## config.mk

```make
export PLATFORM = sky130hd
export DESIGN_NAME = prescaled_event_counter
export DESIGN_NICKNAME = d
export VERILOG_FILES = /design/src/rtl/evc_pkg.sv /design/src/rtl/evc_phase.sv /design/src/rtl/evc_events.sv /design/src/rtl/prescaled_event_counter.sv
export SDC_FILE = /design/constraint.sdc
export NUM_CORES = 1
export LEC_CHECK = 0
export BUFFER_PORTS_ARGS = -buffer_cell sky130_fd_sc_hd__buf_2
export CELL_PAD_IN_SITES_DETAIL_PLACEMENT = 2
export CELL_PAD_IN_SITES_GLOBAL_PLACEMENT = 2
export CORE_MARGIN = 1
export CORE_UTILIZATION = 29
export CTS_BUF_LIST = sky130_fd_sc_hd__clkbuf_2 sky130_fd_sc_hd__clkbuf_4 sky130_fd_sc_hd__clkbuf_8
export CTS_CLUSTER_SIZE = 10
export DETAILED_ROUTE_END_ITERATION = 10
export MAX_ROUTING_LAYER = met4
export PLACE_DENSITY = 0.82
export SYNTH_ARGS = -nofsm -noshare
export SYNTH_HDL_FRONTEND = slang
export SYNTH_SLANG_ARGS = --single-unit
```

## constraint.sdc

```tcl
create_clock -name clk_i -period 5 [get_ports clk_i]
set_clock_uncertainty 0.2 [all_clocks]
set_input_delay 0.25 -clock clk_i [delete_from_list [all_inputs] [get_ports clk_i]]
set_output_delay 0.25 -clock clk_i [all_outputs]
set_load 0.03 [all_outputs]
```

## src/rtl/evc_pkg.sv

```systemverilog
package evc_pkg;
    typedef enum logic [1:0] {
        ACT_HOLD   = 2'd0,
        ACT_DEC    = 2'd1,
        ACT_RELOAD = 2'd2,
        ACT_LOAD   = 2'd3
    } phase_act_e;
endpackage

```

## src/rtl/evc_phase.sv

```systemverilog
module evc_phase #(
    parameter int W = 32
) (
    input  logic         clk_i,
    input  logic         rst_ni,
    input  logic         tick_i,
    input  logic [W-1:0] rate_i,
    input  logic         ld_i,
    input  logic [W-1:0] ld_val_i,
    output logic [W-1:0] phase_o,
    output logic         wrap_o
);
    import evc_pkg::*;

    typedef struct packed {
        logic [W-1:0] phase;
    } state_t;

    state_t     st_d, st_q;
    phase_act_e act;
    logic       at_zero;

    always_comb begin
        at_zero = (st_q.phase == '0);
        if (ld_i)
            act = ACT_LOAD;
        else if (tick_i && at_zero)
            act = ACT_RELOAD;
        else if (tick_i)
            act = ACT_DEC;
        else
            act = ACT_HOLD;

        st_d = st_q;
        unique case (act)
            ACT_LOAD:   st_d.phase = ld_val_i;
            ACT_RELOAD: st_d.phase = rate_i;
            ACT_DEC:    st_d.phase = st_q.phase - W'(1);
            default:    st_d.phase = st_q.phase;
        endcase
    end

    always_ff @(posedge clk_i) begin
        if (!rst_ni)
            st_q <= '0;
        else
            st_q <= st_d;
    end

    // the wrap event follows the tick rule even while a load overrides the phase
    assign wrap_o  = tick_i && at_zero;
    assign phase_o = st_q.phase;

    a_r2_step_down: assert property (@(posedge clk_i) disable iff (!rst_ni)
        (tick_i && !ld_i && phase_o != '0) |=> (phase_o == $past(phase_o) - W'(1)));

    a_r3_reload: assert property (@(posedge clk_i) disable iff (!rst_ni)
        (tick_i && !ld_i && phase_o == '0) |=> (phase_o == $past(rate_i)));

    a_r5_stick_zero: assert property (@(posedge clk_i) disable iff (!rst_ni)
        (tick_i && !ld_i && phase_o == '0 && rate_i == '0) |=> (phase_o == '0));

    a_r6_phase_hold: assert property (@(posedge clk_i) disable iff (!rst_ni)
        (!tick_i && !ld_i) |=> $stable(phase_o));

    a_r7_phase_load: assert property (@(posedge clk_i) disable iff (!rst_ni)
        ld_i |=> (phase_o == $past(ld_val_i)));
endmodule

```

## src/rtl/evc_events.sv

```systemverilog
module evc_events #(
    parameter int W = 32
) (
    input  logic         clk_i,
    input  logic         rst_ni,
    input  logic         inc_i,
    input  logic         ld_i,
    input  logic [W-1:0] ld_val_i,
    output logic [W-1:0] count_o
);
    typedef struct packed {
        logic [W-1:0] count;
    } state_t;

    state_t st_d, st_q;

    always_comb begin
        st_d = st_q;
        if (ld_i)
            st_d.count = ld_val_i;
        else if (inc_i)
            st_d.count = st_q.count + W'(1);
    end

    always_ff @(posedge clk_i) begin
        if (!rst_ni)
            st_q <= '0;
        else
            st_q <= st_d;
    end

    assign count_o = st_q.count;

    a_r3_count_step: assert property (@(posedge clk_i) disable iff (!rst_ni)
        (inc_i && !ld_i) |=> (count_o == $past(count_o) + W'(1)));

    a_r9_wrap_zero: assert property (@(posedge clk_i) disable iff (!rst_ni)
        (inc_i && !ld_i && count_o == '1) |=> (count_o == '0));

    a_r6_count_hold: assert property (@(posedge clk_i) disable iff (!rst_ni)
        (!inc_i && !ld_i) |=> $stable(count_o));

    a_r7_count_load: assert property (@(posedge clk_i) disable iff (!rst_ni)
        ld_i |=> (count_o == $past(ld_val_i)));
endmodule

```

## src/rtl/prescaled_event_counter.sv

```systemverilog
module prescaled_event_counter #(
    parameter int W = 32
) (
    input  logic         clk_i,
    input  logic         rst_ni,
    input  logic         tick_i,
    input  logic         rate_ld_i,
    input  logic [W-1:0] rate_val_i,
    input  logic         phase_ld_i,
    input  logic [W-1:0] phase_val_i,
    input  logic         evt_ld_i,
    input  logic [W-1:0] evt_val_i,
    output logic [W-1:0] rate_o,
    output logic [W-1:0] phase_o,
    output logic [W-1:0] evt_o
);
    typedef struct packed {
        logic [W-1:0] rate;
    } cfg_t;

    cfg_t cfg_d, cfg_q;
    logic wrap;

    always_comb begin
        cfg_d = cfg_q;
        if (rate_ld_i)
            cfg_d.rate = rate_val_i;
    end

    always_ff @(posedge clk_i) begin
        if (!rst_ni)
            cfg_q <= '0;
        else
            cfg_q <= cfg_d;
    end

    assign rate_o = cfg_q.rate;

    evc_phase #(.W(W)) phase_i (
        .clk_i    (clk_i),
        .rst_ni   (rst_ni),
        .tick_i   (tick_i),
        .rate_i   (cfg_q.rate),
        .ld_i     (phase_ld_i),
        .ld_val_i (phase_val_i),
        .phase_o  (phase_o),
        .wrap_o   (wrap)
    );

    evc_events #(.W(W)) events_i (
        .clk_i    (clk_i),
        .rst_ni   (rst_ni),
        .inc_i    (wrap),
        .ld_i     (evt_ld_i),
        .ld_val_i (evt_val_i),
        .count_o  (evt_o)
    );

    a_r8_rate_no_phase: assert property (@(posedge clk_i) disable iff (!rst_ni)
        (rate_ld_i && !tick_i && !phase_ld_i) |=> $stable(phase_o));

    a_r3_wrap_only_on_tick: assert property (@(posedge clk_i) disable iff (!rst_ni)
        (!tick_i && !evt_ld_i) |=> $stable(evt_o));
endmodule

```

; ---- Yosys cells after proc, flatten, opt, wreduce, memory -nomap -nowiden
; Index checks and enable logic that the tools add are counted.
[totals]
ff_bits = 96
in_bits = 102
output_inout_bits = 96
word_cells = 18
[classes]
n_addsub = 2
eq_ne = 3
mux = 6
n_reduce_logical = 4
[ops]
columns = op, count
row1 = case mux 32 bit (3 select lines), 1
row2 = 2-to-1 mux 32 bit, 2
row3 = adder 32 x 1 -> 32 bit (second input constant), 1
row4 = zero test 32 bit, 1
row5 = subtractor 32 x 1 -> 32 bit (second input constant), 1
row6 = == test 2 bit (second input constant), 2
row7 = 2-to-1 mux 2 bit, 2
row8 = nonzero test 3 bit, 1
row9 = == test 2 x 1 -> 1 bit (second input constant), 1
row10 = nonzero test 2 bit, 1
row11 = logical AND 1 bit, 1
row12 = 2-to-1 mux 1 bit, 1

; ---- Logic depth before layout (Yosys ltp)
[depth]
word_depth = 6
mapped_depth = 15
ltp_nobuf = 13

; ---- By module
; A second synthesis with hierarchy kept.
[unflattened]
cells_unflattened = 687
hier_area_um2 = 5669.2
[modules_own_cells]
columns = module, instances, cells_each, area_each_um2, seq_area_each_um2
row1 = evc_phase, 1, 348, 2565.0, 640.6
row2 = evc_events, 1, 236, 1860.5, 640.6
row3 = prescaled_event_counter, 1, 103, 1243.7, 640.6

; ---- Least setup slack after synthesis
; No wires, ideal clock.
[synth_path]
kind = flip-flop to flip-flop
start = reg phase_i.st_q (netlist bit phase_i.phase_o[12])
end = reg phase_i.st_q (netlist bit phase_i.phase_o[16])
setup_ns = 0.087
arrival_ns = 3.846
required_time_ns = 4.713
path_slack_ns = 0.867
path_stages_with_launch = 14
path_buffers = 4
synth_period_minus_slack_ns = 4.133
cell_sequence = dfxtp_1 -> or4_4 -> or4_4 -> buf_6 -> nor4_2 -> nor2_1 -> ha_1 -> clkbuf_1 -> clkbuf_1 -> buf_1 -> nand3_1 -> nand3_1 -> o211ai_1 -> o31ai_1
[synth_between]
elab_chain_cells = 6
elab_cells_between_ends = 10
cone_classes = add/sub (1) / eq/ne (3) / mux (3) / reduce/logical (3)
[synth_lines]
columns = item, line
row1 = "start, declared", evc_phase.sv:19  ; state_t st_d, st_q;
row2 = "start signal, assigned", evc_phase.sv:47  ; st_q <= st_d;
row3 = branches (longest 6 deep; another with subtractor 32 x 1 -> 32 bit), n/a
; Several ways; the timed one is not identified.
; A chain may end at the register's enable or synchronous reset.

; ---- Worst setup path after layout
[layout_path]
start = reg phase_i.st_q (netlist bit phase_i.phase_o[12])
end = reg phase_i.st_q (netlist bit phase_i.phase_o[13])
; The elaborated chain is that of the path after synthesis.

==> impl_table.tex <==
\begin{tabular}{lr}
\hline
Metric & Value \\
\hline
\multicolumn{2}{l}{\textbf{Run status}} \\
Run status & complete, no violations \\
\multicolumn{2}{l}{\textbf{Die}} \\
Die Footprint & approximately 21000 sq um \\
Die Y-Extent & between 100 and 150 um \\
Count of standard-cell rows & 52 \\
Initial Utilization & 0.295 \\
Number of top-level pins & approximately 200 \\
Placeable core region & a little over 20000 sq um \\
Die outline width & 145 um \\
\multicolumn{2}{l}{\textbf{Detailed routing}} \\
Drt wl/cell & about 22 um \\
Remaining antenna violation count & 0 \\
Total wirelength of the detailed-routed design & 28000 um \\
Final routed DRC violation total & 0 \\
Pre-antenna DRT Iters & 5 \\
Starting DRC count in detailed routing & 379 \\
Detailed-route vias per instance & roughly 5.8 \\
Vias after detailed routing & slightly above 7000 \\
\multicolumn{2}{l}{\textbf{Power and ir drop}} \\
Leakage power & 3.34 nW \\
Pwr Total & approximately 0.0022 W \\
Clock Power Share & 0.263 \\
Sequential group share of total power & 0.425 \\
NetSw & approximately 0.00084 W \\
Total power density per cell area & 270 nW/um\^{}2 \\
Maximum vdd ir drop & $\sim$0.12 mV \\
Internal power of the cells & 0.00132 W \\
Net Sw Frac & 0.389 \\
Power share of the combinational group & 0.312 \\
\multicolumn{2}{l}{\textbf{STA}} \\
RSZ-0062 raised after global routing & false \\
Slew HR & 0.317 \\
Shortest clock period the worst path allows after layout & 4490 ps \\
Least-Margin Pin Slew & 1020 ps \\
Endpoints failing setup & 0 \\
Highest attainable clock frequency & 0.223 GHz \\
Portion of the clock cycle consumed by the worst path in the final layout & 0.899 \\
Pins Over Slew Limit & 0 \\
Sum Neg Setup Slack & 0 ps \\
Hold Violations, Final & 0 \\
\multicolumn{2}{l}{\textbf{Global routing}} \\
Initial antenna violation count & 4 \\
Maximum number of pins on one net before global-route repair & 82 \\
Global-route usage over all layers & 0.267 \\
Wire length of the first global-routing pass & about 43000 um \\
Vias in the first global route & 7665 \\
Overall overflow remaining after global route & 0 \\
\multicolumn{2}{l}{\textbf{Synth}} \\
Fraction of post-synthesis cell area in the top cell type by area & 0.322 \\
Synth cell types & 59 \\
Number of synthesized flops with an enable pin & 0 \\
Share of flip-flops with an asynchronous set or reset & 0 \\
Post-synth top area cell & sky130\_fd\_sc\_hd\_\_dfxtp\_1 \\
Most frequent cell after synthesis & sky130\_fd\_sc\_hd\_\_dfxtp\_1 \\
Number of warnings reported in the yosys synthesis log & 0 \\
Part of the Yosys area used for sequential elements & 0.322 \\
Synth Flop Type & sky130\_fd\_sc\_hd\_\_dfxtp\_1 \\
Commonest cells post-synth & sky130\_fd\_sc\_hd\_\_dfxtp\_1 (96), sky130\_fd\_sc\_hd\_\_o21ai\_0 (67), sky130\_fd\_sc\_hd\_\_nand3\_1 (50) \\
Gate count after technology mapping & 761 \\
Synth top area cells & sky130\_fd\_sc\_hd\_\_dfxtp\_1 (32\%), sky130\_fd\_sc\_hd\_\_mux2i\_1 (5.7\%), sky130\_fd\_sc\_hd\_\_o21ai\_0 (5.6\%) \\
Post-synthesis average cell area & 7.84 sq um \\
Flop and latch count out of synthesis & 96 \\
Area of the mapped netlist & 5970 sq um \\
Post-Synthesis Net Count & roughly 870 \\
\multicolumn{2}{l}{\textbf{Clocking}} \\
Number of clock sinks seen by CTS & 96 \\
Clock Root Buffer & sky130\_fd\_sc\_hd\_\_clkbuf\_8 \\
CTS tree & done \\
Maximum number of buffers from clock root to sink & 2 \\
Number of buffers inserted during clock tree synthesis & 9 \\
Clk\_lat worst skew & roughly 400 ps \\
Post-CTS Resized & 0 \\
Clock slew at the register clock pins of the worst setup and hold paths & 120 ps \\
Depth of the CTS H-tree & 3 \\
\multicolumn{2}{l}{\textbf{Worst setup path}} \\
FF-to-FF path depth & 10 \\
Setup slack on the worst flop-to-flop path & 510 ps \\
Beginning of the worst register-to-register path & phase\_i.phase\_o[12] \\
Sort of element at the end of the critical path & flop \\
Required @ worst endpoint & 5110 ps \\
Critical path start-end classification & reg -> reg \\
End of the worst register-to-register path & phase\_i.phase\_o[13] \\
Crit Path Max Fanout & 48 \\
Crit path launch type & flop \\
Data arrival time of the worst path & roughly 4600 ps \\
\multicolumn{2}{l}{\textbf{Job}} \\
Max capacitance violation total & 0 \\
\multicolumn{2}{l}{\textbf{Place}} \\
Count of input and output buffers & just under 200 \\
Estimated wirelength of the detail-placed design & 17800 um \\
Global placer's final weighted congestion & 0.819 \\
\multicolumn{2}{l}{\textbf{Worst hold path}} \\
Worst min-delay path category & in -> reg \\
Beginning of the worst hold path & evt\_val\_i[22] \\
Worst Hold End & events\_i.count\_o[22] \\
Cells on Worst Hold Path & 3 \\
\multicolumn{2}{l}{\textbf{Cells and area}} \\
Number of nets in the layout & 1091 \\
Proportion of layout cells with a drive suffix above 1 & 0.240 \\
Filler Cells Inserted & 2331 \\
Signed area change from the synthesized netlist to the final layout & 33.8\% \\
\hline
\end{tabular}
==> stage by stage <==
stage	hold WS, ps	utilization	std cells	setup slack (ps)	area [sq um]
2_1_floorplan	205	-	761	867	5970
5_1_grt	33.0	0.395	1260	229	7980
6_report	25.0	0.395	1260	506	7980
4_1_cts	4.57	0.394	1256	677	7970
3_5_place_dp	305	0.352	1177	726	7130
3_3_place_gp	307	0.352	1177	870	7130
==> final cells by class <==
cell class                      instances  area (sq um)  share of cell area
Clock inverter                          4          55.1             0.00690
Tap cell                              270           338              0.0423
Sequential cell                        96          1920               0.241
Clock buffer                           10           138              0.0172
Multi-Input combinational cell        587          3730               0.467
Antenna cell                            4          10.0             0.00125
Timing Repair Buffer                  276          1740               0.218
Inverter                               13          48.8             0.00611
==> cells in the final DEF (no fill, tap or decap), types with 9 or more instances in the layout <==
master,synthesis,layout
sky130_fd_sc_hd__nor2_1,42,42
sky130_fd_sc_hd__nand4_1,20,20
sky130_fd_sc_hd__nor3_1,34,34
sky130_fd_sc_hd__nor2b_1,46,46
sky130_fd_sc_hd__or4_1,12,12
sky130_fd_sc_hd__inv_1,13,13
sky130_fd_sc_hd__and3_1,17,17
sky130_fd_sc_hd__a21oi_1,22,22
sky130_fd_sc_hd__a21boi_0,9,9
sky130_fd_sc_hd__nor4_1,12,11
sky130_fd_sc_hd__dlygate4sd3_1,0,65
sky130_fd_sc_hd__a31oi_1,18,18
sky130_fd_sc_hd__and4_1,9,9
sky130_fd_sc_hd__mux2i_1,34,34
sky130_fd_sc_hd__clkbuf_8,0,10
sky130_fd_sc_hd__o211ai_1,11,11
sky130_fd_sc_hd__nand2b_1,10,10
sky130_fd_sc_hd__nand3_1,50,50
sky130_fd_sc_hd__nand2_1,47,47
sky130_fd_sc_hd__o31ai_1,9,9
sky130_fd_sc_hd__o21ai_0,67,67
sky130_fd_sc_hd__dfxtp_1,96,96
sky130_fd_sc_hd__buf_2,1,196
sky130_fd_sc_hd__buf_4,1,15
sky130_fd_sc_hd__nor4b_1,14,14
==> worst max-delay path: stages (launching register included) <==
cell and delay [ps]:
sky130_fd_sc_hd__dfxtp_1 410, sky130_fd_sc_hd__or4_4 610, sky130_fd_sc_hd__or4_4 590, sky130_fd_sc_hd__nor4_2 230, sky130_fd_sc_hd__buf_4 220, sky130_fd_sc_hd__nor2_1 90
sky130_fd_sc_hd__ha_2 890, sky130_fd_sc_hd__o21ai_0 310, sky130_fd_sc_hd__nor4b_1 450, sky130_fd_sc_hd__o21ai_0 160, sky130_fd_sc_hd__a21boi_0 230
==> timing repair <==
| item | 4_1_cts | 5_1_grt |
|---|---|---|
| hold buffers | 65 | 0 |
| hold endpoints to repair | 65 | 0 |
| setup buffers | 0 | 0 |
==> worst max-delay path by stage <==
stage / cells past startpoint / slack, ps / endpoint / from
finish: 10 / 510 / phase_i.phase_o[13] / phase_i.phase_o[12]
global route: 10 / 230 / phase_i.phase_o[13] / phase_i.phase_o[12]
CTS: 10 / 680 / phase_i.phase_o[13] / phase_i.phase_o[12]
detailed placement: 10 / 730 / phase_i.phase_o[13] / phase_i.phase_o[12]
global placement: 11 / 870 / phase_i.phase_o[9] / phase_i.phase_o[12]
floorplan: 13 / 870 / phase_i.phase_o[16] / phase_i.phase_o[12]
==> sequential cells by signal, summed over array words and instances (netlist names) <==
name,cells
rate_o,32
phase_i.phase_o,32
events_i.count_o,32
==> power by group through the flow <==
stage	clock network [W]	logic, W	registers, W
3_3_place_gp	0	0.000592	0.000926
4_1_cts	0.000571	0.000654	0.000911
3_5_place_dp	0	0.000607	0.000929
5_1_grt	0.000602	0.000716	0.000925
2_1_floorplan	0	0.000294	0.00102
6_report	0.000566	0.000671	0.000917
==> kinds of logic after synthesis <==
kind of cell    synth area share
fa+ha+maj                 0.0126
simple gates               0.322
xor+xnor                  0.0176
compound gates             0.214
buf+inv                   0.0545
mux                       0.0570
flops                      0.322
==> layer usage <==
metal,global-route usage,part of all wire,wire length (um)
met1,0.305,0.42,11600
met2,0.460,0.50,14100
met3,0.0367,0.040,1110
met4,0.129,0.041,1150
met5,-,0,0
Power figures use the tool's default switching activity.
